**config.mk**
```make
export PLATFORM = sky130hd
export DESIGN_NAME = regwin_adapter
export DESIGN_NICKNAME = d
export VERILOG_FILES = /design/src/rtl/regwin_pkg.sv /design/src/rtl/regwin_width_rom.sv /design/src/rtl/regwin_decode.sv /design/src/rtl/regwin_lane.sv /design/src/rtl/regwin_adapter.sv
export SDC_FILE = /design/constraint.sdc
export NUM_CORES = 1
export LEC_CHECK = 0
export BUFFER_PORTS_ARGS = -buffer_cell sky130_fd_sc_hd__clkbuf_2
export CORE_MARGIN = 3
export CORE_UTILIZATION = 32
export DETAILED_ROUTE_END_ITERATION = 16
export GPL_ROUTABILITY_DRIVEN = 0
export PLACE_DENSITY = 0.61
export SLEW_MARGIN = 20
export SYNTH_ARGS = -nofsm -noshare
export SYNTH_HDL_FRONTEND = slang
export SYNTH_SLANG_ARGS = --single-unit
```
**constraint.sdc**
```tcl
create_clock -name clk -period 15.5 [get_ports clk]
set_input_delay 3.875 -clock clk [delete_from_list [all_inputs] [get_ports clk]]
set_output_delay 3.875 -clock clk [all_outputs]
set_load 0.01 [all_outputs]
```
**src/rtl/regwin_pkg.sv**
```systemverilog
package regwin_pkg;
  localparam int DATA_W = 32;

  typedef enum logic [1:0] {ST_IDLE, ST_BUSY, ST_RESP} seq_state_t;

  // Width code per 4-byte group: 0 none, 1 byte, 2 halfword, 3 word.
  // Regions of 16 groups (64 bytes) share one width.
  function automatic logic [1:0] region_wcode(input int unsigned grp);
    case (grp >> 4)
      0:       return 2'd1;
      1:       return 2'd2;
      2:       return 2'd3;
      3:       return 2'd0;
      4:       return 2'd2;
      5:       return 2'd3;
      default: return 2'd1;
    endcase
  endfunction

  // Right-aligned mask covering (1 << lg) bytes.
  function automatic logic [DATA_W-1:0] lane_mask(input logic [1:0] lg);
    logic [DATA_W-1:0] m;
    m = '0;
    for (int i = 0; i < DATA_W; i++)
      if (i < (8 << lg)) m[i] = 1'b1;
    return m;
  endfunction
endpackage

```
**src/rtl/regwin_width_rom.sv**
```systemverilog
module regwin_width_rom
  import regwin_pkg::*;
#(
  parameter int GRP_W = 7
) (
  input  logic [GRP_W-1:0] grp,
  output logic [1:0]       wcode
);
  localparam int GROUPS = 1 << GRP_W;

  logic [1:0] tbl [GROUPS];

  for (genvar g = 0; g < GROUPS; g++) begin : g_ent
    assign tbl[g] = region_wcode(g);
  end

  assign wcode = tbl[grp];
endmodule

```
**src/rtl/regwin_decode.sv**
```systemverilog
module regwin_decode
  import regwin_pkg::*;
#(
  parameter int OFS_W  = 10,
  parameter int WIN_AW = 9
) (
  input  logic [1:0]        size,
  input  logic              write,
  input  logic [OFS_W-1:0]  ofs,
  output logic [1:0]        s_log,
  output logic [1:0]        w_log,
  output logic [WIN_AW-1:0] base,
  output logic              bypass,
  output logic              narrow,
  output logic [2:0]        nops
);
  localparam int GRP_W = WIN_AW - 2;

  logic              out_of_win;
  logic [1:0]        wcode;
  logic [WIN_AW-1:0] amask;

  assign out_of_win = |ofs[OFS_W-1:WIN_AW];
  assign s_log      = (size == 2'd3) ? 2'd2 : size;
  assign amask      = (WIN_AW'(1) << s_log) - WIN_AW'(1);
  assign base       = ofs[WIN_AW-1:0] & ~amask;

  regwin_width_rom #(.GRP_W(GRP_W)) u_rom (
    .grp   (base[WIN_AW-1:2]),
    .wcode (wcode)
  );

  assign bypass = out_of_win || (wcode == 2'd0);
  assign w_log  = (wcode == 2'd0) ? 2'd0 : wcode - 2'd1;
  assign narrow = s_log < w_log;

  always_comb begin
    if (narrow) nops = write ? 3'd2 : 3'd1;
    else        nops = 3'd1 << (s_log - w_log);
  end
endmodule

```
**src/rtl/regwin_lane.sv**
```systemverilog
module regwin_lane
  import regwin_pkg::*;
(
  input  logic [1:0]        s_log,
  input  logic [1:0]        w_log,
  input  logic [1:0]        off,
  input  logic [DATA_W-1:0] narrow_in,
  input  logic [DATA_W-1:0] reg_in,
  output logic [DATA_W-1:0] extract,
  output logic [DATA_W-1:0] merged
);
  logic [2:0]        w_bytes, s_bytes, sh_bytes;
  logic [5:0]        shamt;
  logic [DATA_W-1:0] smask;

  always_comb begin
    w_bytes  = 3'd1 << w_log;
    s_bytes  = 3'd1 << s_log;
    sh_bytes = (s_log < w_log) ? (w_bytes - s_bytes - {1'b0, off}) : 3'd0;
    shamt    = {sh_bytes, 3'b000};
    smask    = lane_mask(s_log);
    extract  = (reg_in >> shamt) & smask;
    merged   = (reg_in & ~(smask << shamt)) | ((narrow_in & smask) << shamt);
  end
endmodule

```
**src/rtl/regwin_adapter.sv**
```systemverilog
module regwin_adapter
  import regwin_pkg::*;
#(
  parameter int ADDR_W = 16,
  parameter int OFS_W  = 10,
  parameter int WIN_AW = 9
) (
  input  logic              clk,
  input  logic              rst,
  input  logic              req_valid,
  output logic              req_ready,
  input  logic              req_write,
  input  logic [1:0]        req_size,
  input  logic [ADDR_W-1:0] req_addr,
  input  logic [DATA_W-1:0] req_wdata,
  output logic              rsp_valid,
  output logic [DATA_W-1:0] rsp_rdata,
  output logic              be_valid,
  output logic              be_write,
  output logic [1:0]        be_size,
  output logic [WIN_AW-1:0] be_addr,
  output logic [DATA_W-1:0] be_wdata,
  input  logic              be_ack,
  input  logic [DATA_W-1:0] be_rdata
);
  localparam int GRP_W = WIN_AW - 2;

  logic addr_unused;
  assign addr_unused = ^req_addr[ADDR_W-1:OFS_W];

  // Request decode
  logic [1:0]        d_s, d_w;
  logic [WIN_AW-1:0] d_base;
  logic              d_bypass, d_narrow;
  logic [2:0]        d_nops;

  regwin_decode #(.OFS_W(OFS_W), .WIN_AW(WIN_AW)) u_dec (
    .size   (req_size),
    .write  (req_write),
    .ofs    (req_addr[OFS_W-1:0]),
    .s_log  (d_s),
    .w_log  (d_w),
    .base   (d_base),
    .bypass (d_bypass),
    .narrow (d_narrow),
    .nops   (d_nops)
  );

  // Transaction state
  seq_state_t        state;
  logic [1:0]        t_s, t_w;
  logic [WIN_AW-1:0] t_base;
  logic              t_write, t_narrow;
  logic [DATA_W-1:0] t_wdata, t_acc;
  logic [2:0]        t_nops, t_idx;

  // Lane datapath
  logic [1:0]        ln_off;
  logic [DATA_W-1:0] ln_extract, ln_merged;

  assign ln_off = t_base[1:0] & ((2'd1 << t_w) - 2'd1);

  regwin_lane u_lane (
    .s_log     (t_s),
    .w_log     (t_w),
    .off       (ln_off),
    .narrow_in (t_wdata),
    .reg_in    (be_rdata),
    .extract   (ln_extract),
    .merged    (ln_merged)
  );

  // Next back-end operation
  logic [1:0]        cw;
  logic [WIN_AW-1:0] cbase, wmask_a;
  logic              cwrite, cnarrow;
  logic [DATA_W-1:0] cwd, piece;
  logic [2:0]        cnops, cidx;
  logic [4:0]        pb;
  logic [WIN_AW-1:0] nx_addr;
  logic              nx_write;
  logic [1:0]        nx_size;
  logic [DATA_W-1:0] nx_wdata;

  always_comb begin
    if (state == ST_IDLE) begin
      cw = d_w; cbase = d_base; cwrite = req_write; cnarrow = d_narrow;
      cwd = req_wdata; cnops = d_nops; cidx = 3'd0;
    end else begin
      cw = t_w; cbase = t_base; cwrite = t_write; cnarrow = t_narrow;
      cwd = t_wdata; cnops = t_nops; cidx = t_idx + 3'd1;
    end
    wmask_a = (WIN_AW'(1) << cw) - WIN_AW'(1);
    pb      = 5'(cnops - 3'd1 - cidx) << cw;
    piece   = (cwd >> {pb, 3'b000}) & lane_mask(cw);
    if (cnarrow) begin
      nx_addr  = cbase & ~wmask_a;
      nx_write = cwrite && (cidx == 3'd1);
      nx_wdata = ln_merged;
    end else begin
      nx_addr  = cbase + (WIN_AW'(cidx) << cw);
      nx_write = cwrite;
      nx_wdata = piece;
    end
    nx_size = cw;
  end

  // Completion bookkeeping for the current back-end cycle
  logic              last_op;
  logic [DATA_W-1:0] acc_n;

  assign last_op = (t_idx + 3'd1) == t_nops;
  assign acc_n   = (t_acc << (6'd8 << t_w)) | (be_rdata & lane_mask(t_w));

  always_ff @(posedge clk) begin
    if (rst) begin
      state     <= ST_IDLE;
      req_ready <= 1'b1;
      rsp_valid <= 1'b0;
      rsp_rdata <= '0;
      be_valid  <= 1'b0;
      be_write  <= 1'b0;
      be_size   <= 2'd0;
      be_addr   <= '0;
      be_wdata  <= '0;
      t_s       <= 2'd0;
      t_w       <= 2'd0;
      t_base    <= '0;
      t_write   <= 1'b0;
      t_narrow  <= 1'b0;
      t_wdata   <= '0;
      t_acc     <= '0;
      t_nops    <= 3'd0;
      t_idx     <= 3'd0;
    end else begin
      case (state)
        ST_IDLE: begin
          if (req_valid) begin
            req_ready <= 1'b0;
            t_s       <= d_s;
            t_w       <= d_w;
            t_base    <= d_base;
            t_write   <= req_write;
            t_narrow  <= d_narrow;
            t_wdata   <= req_wdata;
            t_nops    <= d_nops;
            t_idx     <= 3'd0;
            t_acc     <= '0;
            if (d_bypass) begin
              rsp_valid <= 1'b1;
              rsp_rdata <= '0;
              state     <= ST_RESP;
            end else begin
              be_valid <= 1'b1;
              be_write <= nx_write;
              be_size  <= nx_size;
              be_addr  <= nx_addr;
              be_wdata <= nx_wdata;
              state    <= ST_BUSY;
            end
          end
        end
        ST_BUSY: begin
          if (be_ack) begin
            if (last_op) begin
              be_valid  <= 1'b0;
              rsp_valid <= 1'b1;
              rsp_rdata <= t_write ? '0 : (t_narrow ? ln_extract : acc_n);
              state     <= ST_RESP;
            end else begin
              be_write <= nx_write;
              be_size  <= nx_size;
              be_addr  <= nx_addr;
              be_wdata <= nx_wdata;
              t_idx    <= t_idx + 3'd1;
              t_acc    <= acc_n;
            end
          end
        end
        default: begin
          rsp_valid <= 1'b0;
          req_ready <= 1'b1;
          state     <= ST_IDLE;
        end
      endcase
    end
  end

  // Independent width lookup on the issued address for checking
  logic [1:0] chk_wcode;

  regwin_width_rom #(.GRP_W(GRP_W)) u_chk_rom (
    .grp   (be_addr[WIN_AW-1:2]),
    .wcode (chk_wcode)
  );


  reset_idle_chk: assert property (@(posedge clk)
    rst |=> (req_ready && !rsp_valid && !be_valid));


  width_match_chk: assert property (@(posedge clk) disable iff (rst)
    be_valid |-> (chk_wcode != 2'd0) && (be_size == chk_wcode - 2'd1));


  be_align_chk: assert property (@(posedge clk) disable iff (rst)
    be_valid |-> ((be_addr & ((WIN_AW'(1) << be_size) - WIN_AW'(1))) == '0));


  be_hold_chk: assert property (@(posedge clk) disable iff (rst)
    (be_valid && !be_ack) |=> (be_valid && $stable(be_addr) && $stable(be_size)
                               && $stable(be_write) && $stable(be_wdata)));


  busy_not_ready_chk: assert property (@(posedge clk) disable iff (rst)
    be_valid |-> !req_ready);


  rsp_pulse_chk: assert property (@(posedge clk) disable iff (rst)
    rsp_valid |=> !rsp_valid);
endmodule

```
# Word level (Yosys, flattened, before mapping)
# Memory sizes are Yosys's and may differ from the RTL's.
# Index checks and enable logic that the tools add are counted.
# classes
eq_ne	10
shifts	17
mux	165
n_lt_le_gt_ge	99
n_reduce_logical	13
bitwise_logic	15
n_addsub	11
# op_table
operator	n
6-bit by 32-bit less-than comparator with 1-bit output (first input constant)	48
5-bit by 32-bit less-than comparator with 1-bit output (first input constant)	24
32-bit 2-to-1 mux	15
4-bit by 32-bit less-than comparator with 1-bit output (first input constant)	12
3-bit by 32-bit less-than comparator with 1-bit output (first input constant)	6
32-bit one-hot mux with 2 select lines	3
32-bit AND	5
1-bit 2-to-1 mux	112
1-bit by 32-bit less-than comparator with 1-bit output (first input constant)	3
2-bit by 32-bit less-than comparator with 1-bit output (first input constant)	3
32-bit by 6-bit left shift with 32-bit output	3
4-bit by 2-bit left shift with 32-bit output (first input constant)	3
32-bit bitwise OR	2
9-bit 2-to-1 mux	6
32-bit inverter	1
32-bit by 6-bit right shift with 32-bit output	1
32-bit by 8-bit right shift with 32-bit output	1
2-bit 2-to-1 mux	14
3-bit 2-to-1 mux	7
9-bit AND	2
9-bit inverter	2
9-bit one-hot mux with 2 select lines	1
1-bit by 2-bit left shift with 9-bit output (first input constant)	2
9-bit by 2-bit subtractor with 9-bit output (second input constant)	2
34 further kinds	52
# totals
mem_bits_ro	256
wordCells	349
mem_count	1
in_bits	87
out_inout_bits	79
regBits	166
# mem_list
memory	words	width	read_ports	rd_clocked_by_memory_dff	write_ports	line	rtl
(name not given)	128	2	1	0	0	regwin_width_rom.sv:17	assign wcode = tbl[grp];

# Longest topological paths before layout
# Gate-level depths: netlist of the first run.
# logic_depth
word_depth	25
mapped_depth	22
depth_no_buf	21

# Hierarchy
# From an unflattened synthesis of the first run, not the netlist that was laid out.
# unflattened
cells_unflattened	1542
hier_area_um2	11593.6
# modules_own_cells
mod	area_each_um2	seq_area_each_um2	cells_each	instances
regwin_adapter	9516.6	3323.2	1253	1
regwin_lane	1854.3	0.0	256	1
regwin_decode	152.6	0.0	25	1
regwin_width_rom	70.1	0.0	8	1

# Worst setup path after synthesis of the first run
# No wires, ideal clock.
# synth_timing
path_kind	input-to-reg
start	input req_addr[6]
end	register be_wdata[7]
required_time_ns	15.420
slack_ns	7.471
setup_time_ns	0.080
path_buffers	1
path_stages	20
arrival_time_ns	7.949
path_cell_list	inv_1 ha_1 and3b_4 or2_2 ha_1 inv_1 fa_1 clkbuf_1 nand2_1 o22a_1 a21o_1 ha_1 inv_1 fa_1 nor3_1 a31oi_1 o32a_2 a311oi_4 a22oi_1 a211oi_2
# synth_between
elab_chain_cells	20
# synth_lines
item	line	rtl
start: declaration	regwin_adapter.sv:14	input logic [ADDR_W-1:0] req_addr,
9-bit AND (*)	regwin_decode.sv:26	assign base = ofs[WIN_AW-1:0] & ~amask;
7-bit inverter with 8-bit output (implied by the code) (*)	regwin_width_rom.sv:17	
memory 128 x 2 bit (*)	-	
2-bit 2-to-1 mux (implied by the code) (*) (2 in a row)	regwin_width_rom.sv:17	
2-bit by 1-bit subtractor with 2-bit output or 2-bit zero test (tied branches)	regwin_decode.sv:34	assign w_log = (wcode == 2'd0) ? 2'd0 : wcode - 2'd1;
2-bit 2-to-1 mux (*)	regwin_decode.sv:34	
via d_w[0]	regwin_adapter.sv:32	logic [1:0] d_s, d_w;
2-bit subtractor	regwin_decode.sv:39	else nops = 3'd1 << (s_log - w_log);
[... 4 more ...]	-	
4-bit by 4-bit subtractor with 5-bit output	regwin_adapter.sv:94	pb = 5'(cnops - 3'd1 - cidx) << cw;
5-bit by 2-bit left shift with 5-bit output	regwin_adapter.sv:94	
32-bit by 8-bit right shift with 32-bit output	regwin_adapter.sv:95	piece = (cwd >> {pb, 3'b000}) & lane_mask(cw);
32-bit AND	regwin_adapter.sv:95	
32-bit 2-to-1 mux (*)	regwin_adapter.sv:96	if (cnarrow) begin
32-bit 2-to-1 mux, on equally long branches	regwin_adapter.sv:165, regwin_adapter.sv:149	
32-bit 2-to-1 mux, on equally long branches	regwin_adapter.sv:164, regwin_adapter.sv:138	
32-bit one-hot mux with 2 select lines (*)	regwin_adapter.sv:136	case (state)
end signal: assignment	regwin_adapter.sv:158	be_wdata <= nx_wdata;
end signal: assignment	regwin_adapter.sv:174	be_wdata <= nx_wdata;
end: declaration	regwin_adapter.sv:22	output logic [DATA_W-1:0] be_wdata,
# The timed path passes the listed nets; every way through them passes the cells marked *. The select of a mux whose other input is x is not followed.
# A chain may end at the register's enable or synchronous reset.

# Worst setup path after layout of the first run
# Same ends and word-level chain as after synthesis.

==> results.tsv, run 1 <==
metric	value	unit
result of the run	completed	
ratio of final minimum period to clock period	54.4	%
number of warnings issued by yosys	0	
worst path buffer plus inverter count	4	
maximum count of clock buffers along a single path	2	
number of I/O pins	166	
share of layout cells above drive strength 1	19.9	%
number of buffers inserted by hold repair at cts	0	
fill cell total of the finished layout	3396	
vias in the first global route	10028	
maximum operating frequency	0.119	GHz
CTS tree	yes	
synth unique cells	78	
register area	3320	um^2
maximum number of pins on one net before global-route repair	84	
summed negative setup slack over all endpoints	0	ns
Core Region	31900	um^2
most common cell after layout, fill and taps aside	nand2_1	
leakage power summed over all cells	0.00459	uW
cell chosen for the clock root	clkbuf_16	
area of the multi-input gates	6670	um^2
kind of critical path	primary input to flip-flop	
number of placement rows	65	
endpoint type of the worst setup path	flip-flop	
Reg power frac	34.2	%
DRC marker count from the first detailed-route iteration	1370	
share of synthesized area occupied by flip-flops and latches	31.7	%
Max-slew headroom	26.3	%
transition time of the tightest slew-check pin	1.10	ns
post-detailed-route DRC marker count	0	
worst path setup slack after routing	7.07	ns
Max-cap violations	0	
worst hold margin	0.452	ns
total non-filler cell area in the finished layout	12100	um^2
overall track demand over capacity in global routing	22.0	%
Startpoint Class	primary input	
clock latency reported for the late side of the worst-skew pair	0.45	ns
total clock sinks	166	
global-route congestion overflow total	0	
number of gates resized after CTS	0	
length of the first detailed-routing pass in iterations	6	
number of flip-flops and latches in the synthesized netlist	166	
RSZ-0062 raised after global routing	no	
count of buffers added by post-CTS timing repair for setup	0	
wire per inst	21.5	um
die area	35000	um^2
count of nets left with antenna violations after detail routing	0	
Setup violations, final	0	
final wirelength	39.9	mm
maximum vdd drop	86.7	uV
cells along the critical path	clkbuf_2 -> inv_1 -> ha_1 -> and3b_4 -> or2_2 -> ha_1 -> inv_1 -> fa_1 -> o22a_1 -> a21o_1 -> ha_1 -> inv_1 -> fa_1 -> nor3_1 -> a31oi_1 -> o32a_2 -> a311oi_4 -> a22oi_1 -> a211oi_2	
Antenna Diode Count	0	
Internal Pwr Total	867	uW
via total after detailed routing	10950	
fin nets	1520	
area added between synthesis and finish	15.7	%
Post-synth EDFFs	0	
combinational share of power	34.3	%
Syn Std Cell Area	10500	um^2
Post-synth top flop	dfxtp_1	
clock edge transition at the registers on the reported setup and hold paths	0.07	ns
via count normalized by instance count	5.89	
synthesized instance count	1328	
total clock buffers created by CTS	17	
net switching fraction of the power	38.8	%
Pwr Density	117	nW/um^2
worst clock skew on the final layout	0.0176	ns
family of cells with the greatest summed delay on the critical path	compound AO/OA/AOI/OAI gates	
number of antenna violations at the first check in global routing	1	
net count after synthesis	1437	
arrival time at the worst endpoint	8.80	ns
x dimension of the die	187	um
CP max FO	8	
Req. time, crit path	15.87	ns
effective utilization at floorplan	32.9	%
count of buffers inserted at the top-level ports	159	
Final min period	8.43	ns
reported net switching power	549	uW
Hold Fails Final Rpt	0	
commonest cells after routing, fill and taps aside	nand2_1 (270), dfxtp_1 (166), clkbuf_2 (158)	
share of total power in the clock network	31.5	%
stage delay of the slowest cell on the critical path	0.62	ns
average cell area after synthesis	7.89	um^2
Cell Area, Placed	11500	um^2
total power draw	1420	uW
type of the most critical hold path	flip-flop to flip-flop	
highest-delay cell along the critical path	a311oi_4	
global-route wire length before repair	60.8	mm
DP Wirelength	28.3	mm
die height	187	um
maximum level of the CTS H-tree	4	
share of async-settable or async-resettable flops after synthesis	0	%
pre-CTS WS	6.75	ns
Pins Over Slew Limit	0	
## Yosys cell counts, drive strengths merged (3+ instances only)
| cell | instances | area share [%] |
|---|---|---|
| nand2 | 271 | 9.7 |
| dfxtp | 166 | 32 |
| a21oi | 147 | 7.1 |
| nor2 | 111 | 4.1 |
| clkbuf | 85 | 3.0 |
| o21ai | 50 | 2.5 |
| a22oi | 40 | 2.9 |
| a211oi | 34 | 2.5 |
| nand3 | 31 | 1.5 |
| a311oi | 29 | 2.6 |
| mux2i | 29 | 2.8 |
| buf | 27 | 1.4 |
| mux4 | 25 | 5.4 |
| a22o | 20 | 1.7 |
| o22ai | 18 | 1.1 |
| ha | 17 | 2.0 |
| inv | 17 | 0.61 |
| nor3 | 17 | 0.92 |
| nand3b | 16 | 1.1 |
| a32oi | 15 | 1.3 |
| mux2 | 15 | 1.6 |
| nor2b | 10 | 0.60 |
| o211ai | 9 | 0.64 |
| a221o | 8 | 0.76 |
| a221oi | 8 | 0.67 |
| nand2b | 8 | 0.48 |
| o21a | 8 | 0.57 |
| xnor2 | 8 | 0.67 |
| a222oi | 7 | 0.67 |
| a31oi | 7 | 0.42 |
| nor3b | 6 | 0.43 |
| a21o | 5 | 0.36 |
| fa | 5 | 0.96 |
| nand4 | 5 | 0.30 |
| or2 | 5 | 0.30 |
| and3 | 4 | 0.24 |
| nor4 | 4 | 0.38 |
| nor4b | 4 | 0.48 |
| o21bai | 4 | 0.29 |
| a211o | 3 | 0.25 |
| and3b | 3 | 0.30 |
## kinds of logic after synthesis
logic type               after synthesis  synth area share (%)
AO/OA/AOI/OAI                        428                  27.9
XOR/XNOR                              11                  1.18
adder cells (fa/ha/maj)               22                  2.99
buffers and inverters                130                  5.09
flip-flops                           166                  31.7
multiplexers                          69                  9.76
AND/OR/NAND/NOR                      502                  21.4
## metal layers
layer  track usage, %  up-vias  share of wire (%)
met4             6.19        2                2.4
li1                 -     5042                  -
met5                0        -              0.038
met1             30.8     5148                 43
met2             33.7      663                 44
met3             5.45       95                 11
## sequential cells by signal, summed over array words and instances, names as in the netlist, 2 cells and up
name and cells:
t_base 9, state 2, rsp_rdata 32, t_w 2, be_wdata 32, t_acc 32
be_addr 9, t_idx 3, t_nops 3, be_size 2, t_wdata 32, t_s 2
## worst register-to-register path: cells and delay by family (launching register included)
kind            cells  cell delay [ns]
flops               1             0.91
fa+ha+maj           3             1.28
compound gates      3             1.07
buf+inv             2             0.83
simple gates        4             1.45
## through the flow
stage | instances | utilization, %
2_1_floorplan | 1328 | -
3_3_place_gp | 1827 | 36.1
3_5_place_dp | 1827 | 36.1
4_1_cts | 1859 | 38.0
5_1_grt | 1859 | 38.0
6_report | 1859 | 38.0
## area by class of cell
cell class / instances / share of cell area, %
clock buffers: 17 / 3.51
multi-input cells: 1032 / 55.0
flip-flops and latches: 166 / 27.4
well taps: 435 / 4.49
clock inverters: 15 / 1.37
repair buffers: 176 / 7.64
inverters: 18 / 0.558
## worst paths after layout
kind / from / to / slack, ns / depth (start not counted)
setup / recovery: req_addr[6] / be_wdata[7] / 7.07 / 19
hold / removal: rsp_rdata[13] / rsp_rdata[13] / 0.45 / 2
setup reg to reg: t_w[1] / be_wdata[30] / 9.86 / 12
hold reg to reg: rsp_rdata[13] / rsp_rdata[13] / 0.45 / 2
## power groups by stage
stage	combinational (uW)	sequential (uW)	clock (uW)
2_1_floorplan	338	487	0
3_3_place_gp	470	492	0
3_5_place_dp	476	493	0
4_1_cts	478	483	447
5_1_grt	524	488	465
6_report	486	484	446
(Power assumes the default switching activity.)
==> inputs of run 2 (changes only) <==
PLACE_DENSITY = 0.63   (was 0.61)
clock period = 7.53 ns   (was 15.5 ns; I/O delays follow)
==> results.tsv, run 2 (synthesis results as in run 1) <==
metric	value	unit
die area	35000	um^2
Req. time, crit path	7.87	ns
Hold Fails Final Rpt	0	
global-route wire length before repair	61.0	mm
via total after detailed routing	10871	
number of buffers inserted by hold repair at cts	0	
count of buffers added by post-CTS timing repair for setup	0	
Pwr Density	239	nW/um^2
Core Region	31900	um^2
commonest cells after routing, fill and taps aside	nand2_1 (270), dfxtp_1 (166), clkbuf_2 (158)	
vias in the first global route	10060	
maximum number of pins on one net before global-route repair	83	
endpoint type of the worst setup path	flip-flop	
fill cell total of the finished layout	3388	
cell chosen for the clock root	clkbuf_16	
RSZ-0062 raised after global routing	no	
die height	187	um
kind of critical path	primary input to flip-flop	
summed negative setup slack over all endpoints	0	ns
DP Wirelength	28.3	mm
via count normalized by instance count	5.84	
type of the most critical hold path	flip-flop to flip-flop	
family of cells with the greatest summed delay on the critical path	adder cells	
highest-delay cell along the critical path	fa_1	
clock latency reported for the late side of the worst-skew pair	0.44	ns
number of standard cells in the final layout excluding fillers	1862	
number of instances in the placed design	1829	
count of buffers inserted at the top-level ports	159	
total clock sinks	166	
result of the run	completed	
total power draw	2900	uW
register area	3320	um^2
Final min period	6.33	ns
ratio of final minimum period to clock period	84.1	%
CTS tree	yes	
maximum vdd drop	200	uV
maximum operating frequency	0.158	GHz
DRC marker count from the first detailed-route iteration	1582	
length of the first detailed-routing pass in iterations	5	
total clock buffers created by CTS	17	
cells along the critical path	clkbuf_2 -> inv_1 -> ha_1 -> and3b_4 -> or2_2 -> ha_1 -> inv_1 -> fa_1 -> o22a_1 -> a21o_1 -> ha_1 -> inv_1 -> fa_1 -> xnor2_1 -> nor2_1 -> or3_1 -> nor2_4 -> a22oi_1 -> a311oi_1	
utilization after layout	38.0	%
Setup violations, final	0	
maximum count of clock buffers along a single path	2	
worst path buffer plus inverter count	4	
CP max FO	16	
most common cell after layout, fill and taps aside	nand2_1	
number of antenna violations at the first check in global routing	1	
Pins Over Slew Limit	0	
overall track demand over capacity in global routing	22.0	%
arrival time at the worst endpoint	6.67	ns
number of gates resized after CTS	0	
Max-cap violations	0	
clock edge transition at the registers on the reported setup and hold paths	0.07	ns
area added between synthesis and finish	15.7	%
area of the multi-input gates	6660	um^2
fin nets	1522	
share of layout cells above drive strength 1	19.9	%
count of nets left with antenna violations after detail routing	0	
post-detailed-route DRC marker count	0	
global-route congestion overflow total	0	
Max-slew headroom	25.4	%
transition time of the tightest slew-check pin	1.12	ns
x dimension of the die	187	um
wire per inst	21.3	um
number of placement rows	65	
maximum level of the CTS H-tree	4	
worst clock skew on the final layout	0.0131	ns
number of I/O pins	166	
final wirelength	39.7	mm
effective utilization at floorplan	32.9	%
Startpoint Class	primary input	
stage delay of the slowest cell on the critical path	0.49	ns
leakage power summed over all cells	0.00461	uW
[run 2: changes by cell type in the layout (fill, tap and decap cells not counted), sizes merged]
cell | before | now
clkinv | 4 | 5
bufinv | 2 | 1
diode | 0 | 1
clkbuf | 175 | 177
clkinvlp | 5 | 1
buf | 18 | 20
inv | 22 | 24
[run 2: layout make-up]
class	count	area share [%]
diodes	1	0.0206
clock buffers	19	3.74
clock inverters	13	1.11
inverters	18	0.557
multi-input cells	1032	54.9
flip-flops and latches	166	27.4
well taps	435	4.49
repair buffers	178	7.76
[run 2: final timing paths]
kind | slack, ns | depth (start not counted) | to | start
setup / recovery | 1.20 | 19 | be_wdata[24] | req_addr[6]
hold reg to reg | 0.45 | 2 | t_acc[31] | t_acc[31]
setup reg to reg | 1.86 | 12 | be_wdata[29] | t_w[1]
hold / removal | 0.45 | 2 | t_acc[31] | t_acc[31]
[run 2: report_power, final]
group	switching [uW]	internal (uW)
sequential	63.2	934
combinational	643	357
clock	417	484
total	1120	1780
[run 2: worst register-to-register path: stages, from the launching register on]
cell,delay [ns]
dfxtp_1,0.91
inv_1,0.65
nand2_1,0.25
ha_1,0.25
nor2b_1,0.14
ha_1,0.27
fa_1,0.75
inv_1,0.18
nand2_1,0.85
o21bai_1,0.19
a21oi_1,0.55
nand2_1,0.26
a311oi_1,0.33
[run 2: layer usage]
metal | up-vias | GRT usage (%) | part of all wire, %
met5 | - | 0 | 0
li1 | 5051 | - | -
met2 | 612 | 33.8 | 44
met4 | 0 | 5.76 | 2.2
met1 | 5134 | 31.3 | 43
met3 | 74 | 4.67 | 10
[run 2: through the flow]
stage	hold slack, ns	cell area (um^2)	setup slack (ns)
after floorplan	0.432	10500	1.49
after global placement	0.438	11500	0.919
after detailed placement	0.446	11500	0.867
after CTS	0.456	12100	1.32
after global routing	0.476	12100	0.997
final	0.453	12100	1.20
==> inputs of run 3 (changes only) <==
PLACE_DENSITY = 0.61   (was 0.63)
clock period = 6.2 ns   (was 7.53 ns; I/O delays follow)
==> results.tsv, run 3 (synthesis results as in run 1) <==
metric	value	unit
count of nets left with antenna violations after detail routing	0	
DRC marker count from the first detailed-route iteration	1410	
Max-cap violations	0	
CTS tree	yes	
number of antenna violations at the first check in global routing	1	
global-route congestion overflow total	0	
Final min period	5.71	ns
CP max FO	9	
most common cell after layout, fill and taps aside	nand2_1	
Max-slew headroom	32.1	%
maximum count of clock buffers along a single path	2	
post-detailed-route DRC marker count	0	
overall track demand over capacity in global routing	21.9	%
clock latency reported for the late side of the worst-skew pair	0.44	ns
wire per inst	21.3	um
Hold Fails Final Rpt	0	
maximum number of pins on one net before global-route repair	86	
count of buffers added by post-CTS timing repair for setup	0	
Antenna Diode Count	0	
summed negative setup slack over all endpoints	0	ns
share of layout cells above drive strength 1	20.7	%
number of standard cells in the final layout excluding fillers	1876	
clock edge transition at the registers on the reported setup and hold paths	0.07	ns
worst path setup slack after routing	0.491	ns
via total after detailed routing	10962	
number of I/O pins	166	
pre-CTS WS	0.129	ns
total power draw	3500	uW
effective utilization at floorplan	32.9	%
commonest cells after routing, fill and taps aside	nand2_1 (270), dfxtp_1 (166), clkbuf_2 (158)	
type of the most critical hold path	flip-flop to flip-flop	
cell chosen for the clock root	clkbuf_16	
transition time of the tightest slew-check pin	1.02	ns
leakage power summed over all cells	0.00468	uW
fill cell total of the finished layout	3393	
via count normalized by instance count	5.84	
arrival time at the worst endpoint	6.04	ns
vias in the first global route	10124	
fin nets	1537	
number of gates resized after CTS	0	
result of the run	completed	
x dimension of the die	187	um
number of instances in the placed design	1844	
maximum vdd drop	216	uV
endpoint type of the worst setup path	flip-flop	
maximum level of the CTS H-tree	4	
length of the first detailed-routing pass in iterations	7	
total clock buffers created by CTS	17	
number of buffers inserted by hold repair at cts	0	
Setup violations, final	0	
total clock sinks	166	
number of placement rows	65	
kind of critical path	primary input to flip-flop	
worst clock skew on the final layout	0.0151	ns
Req. time, crit path	6.53	ns
utilization after layout	38.3	%
count of buffers inserted at the top-level ports	159	
area added between synthesis and finish	16.7	%
RSZ-0062 raised after global routing	no	
DP Wirelength	28.6	mm
Pwr Density	286	nW/um^2
ratio of final minimum period to clock period	92.1	%
Core Region	31900	um^2
Startpoint Class	primary input	
global-route wire length before repair	60.8	mm
Pins Over Slew Limit	0	
final wirelength	39.9	mm
maximum operating frequency	0.175	GHz
die height	187	um
die area	35000	um^2
run 3: cell types whose count changed in the layout (fill, tap and decap cells not counted):
cell and change:
buf_12 +1, buf_4 +14, bufinv_16 -1, clkbuf_8 -2, clkinv_4 +1, diode_2 -1, inv_8 +2, nor2_1 -1
nor2_2 +1, nor2b_2 -1, nor2b_4 +1, nor3b_1 +1, nor3b_2 -1
run 3: stage by stage:
stage / hold slack (ns) / instance area [um^2]
finish: 0.452 / 12200
global route: 0.481 / 12200
CTS: 0.456 / 12200
floorplan: 0.432 / 10500
global placement: 0.438 / 11700
detailed placement: 0.446 / 11700
run 3: path summary, 6_finish.rpt:
check / startpoint / end / slack, ns / cells after the start
setup / recovery: req_addr[6] / be_wdata[28] / 0.49 / 19
hold / removal: rsp_rdata[13] / rsp_rdata[13] / 0.45 / 2
setup reg to reg: t_w[1] / rsp_rdata[8] / 1.19 / 14
hold reg to reg: rsp_rdata[13] / rsp_rdata[13] / 0.45 / 2
run 3: cell type report:
type / count / area, um^2 / share of cell area, %
Timing Repair Buffer: 193 / 1070 / 8.72
Clock buffer: 17 / 425 / 3.48
Clock inverter: 15 / 136 / 1.12
Inverter: 18 / 67.6 / 0.553
Multi-Input combinational cell: 1032 / 6660 / 54.5
Tap cell: 435 / 544 / 4.45
Sequential cell: 166 / 3320 / 27.2
run 3: layer usage:
layer  up-vias  part of all wire [%]  track usage (%)
li1       5083                     -                -
met1      5176                    43             31.2
met2       637                    44             33.9
met3        64                    10             5.02
met4         2                   2.0             4.89
met5         -                 0.033                0
run 3: power by group:
group,internal (uW),total (uW),switching [uW]
clock,532,1050,518
combinational,455,1240,787
sequential,1130,1210,73.6
run 3: critical path, stage by stage:
cell	delay, ns
clkbuf_2	0.09
inv_1	0.04
ha_1	0.31
and3b_4	0.21
or2_2	0.31
ha_1	0.18
inv_1	0.07
fa_1	0.46
o22a_1	0.22
a21o_1	0.20
ha_1	0.27
inv_1	0.06
fa_1	0.48
xnor2_1	0.31
nor2_1	0.06
or3_1	0.41
nor2_4	0.31
a22oi_1	0.16
a311oi_1	0.34
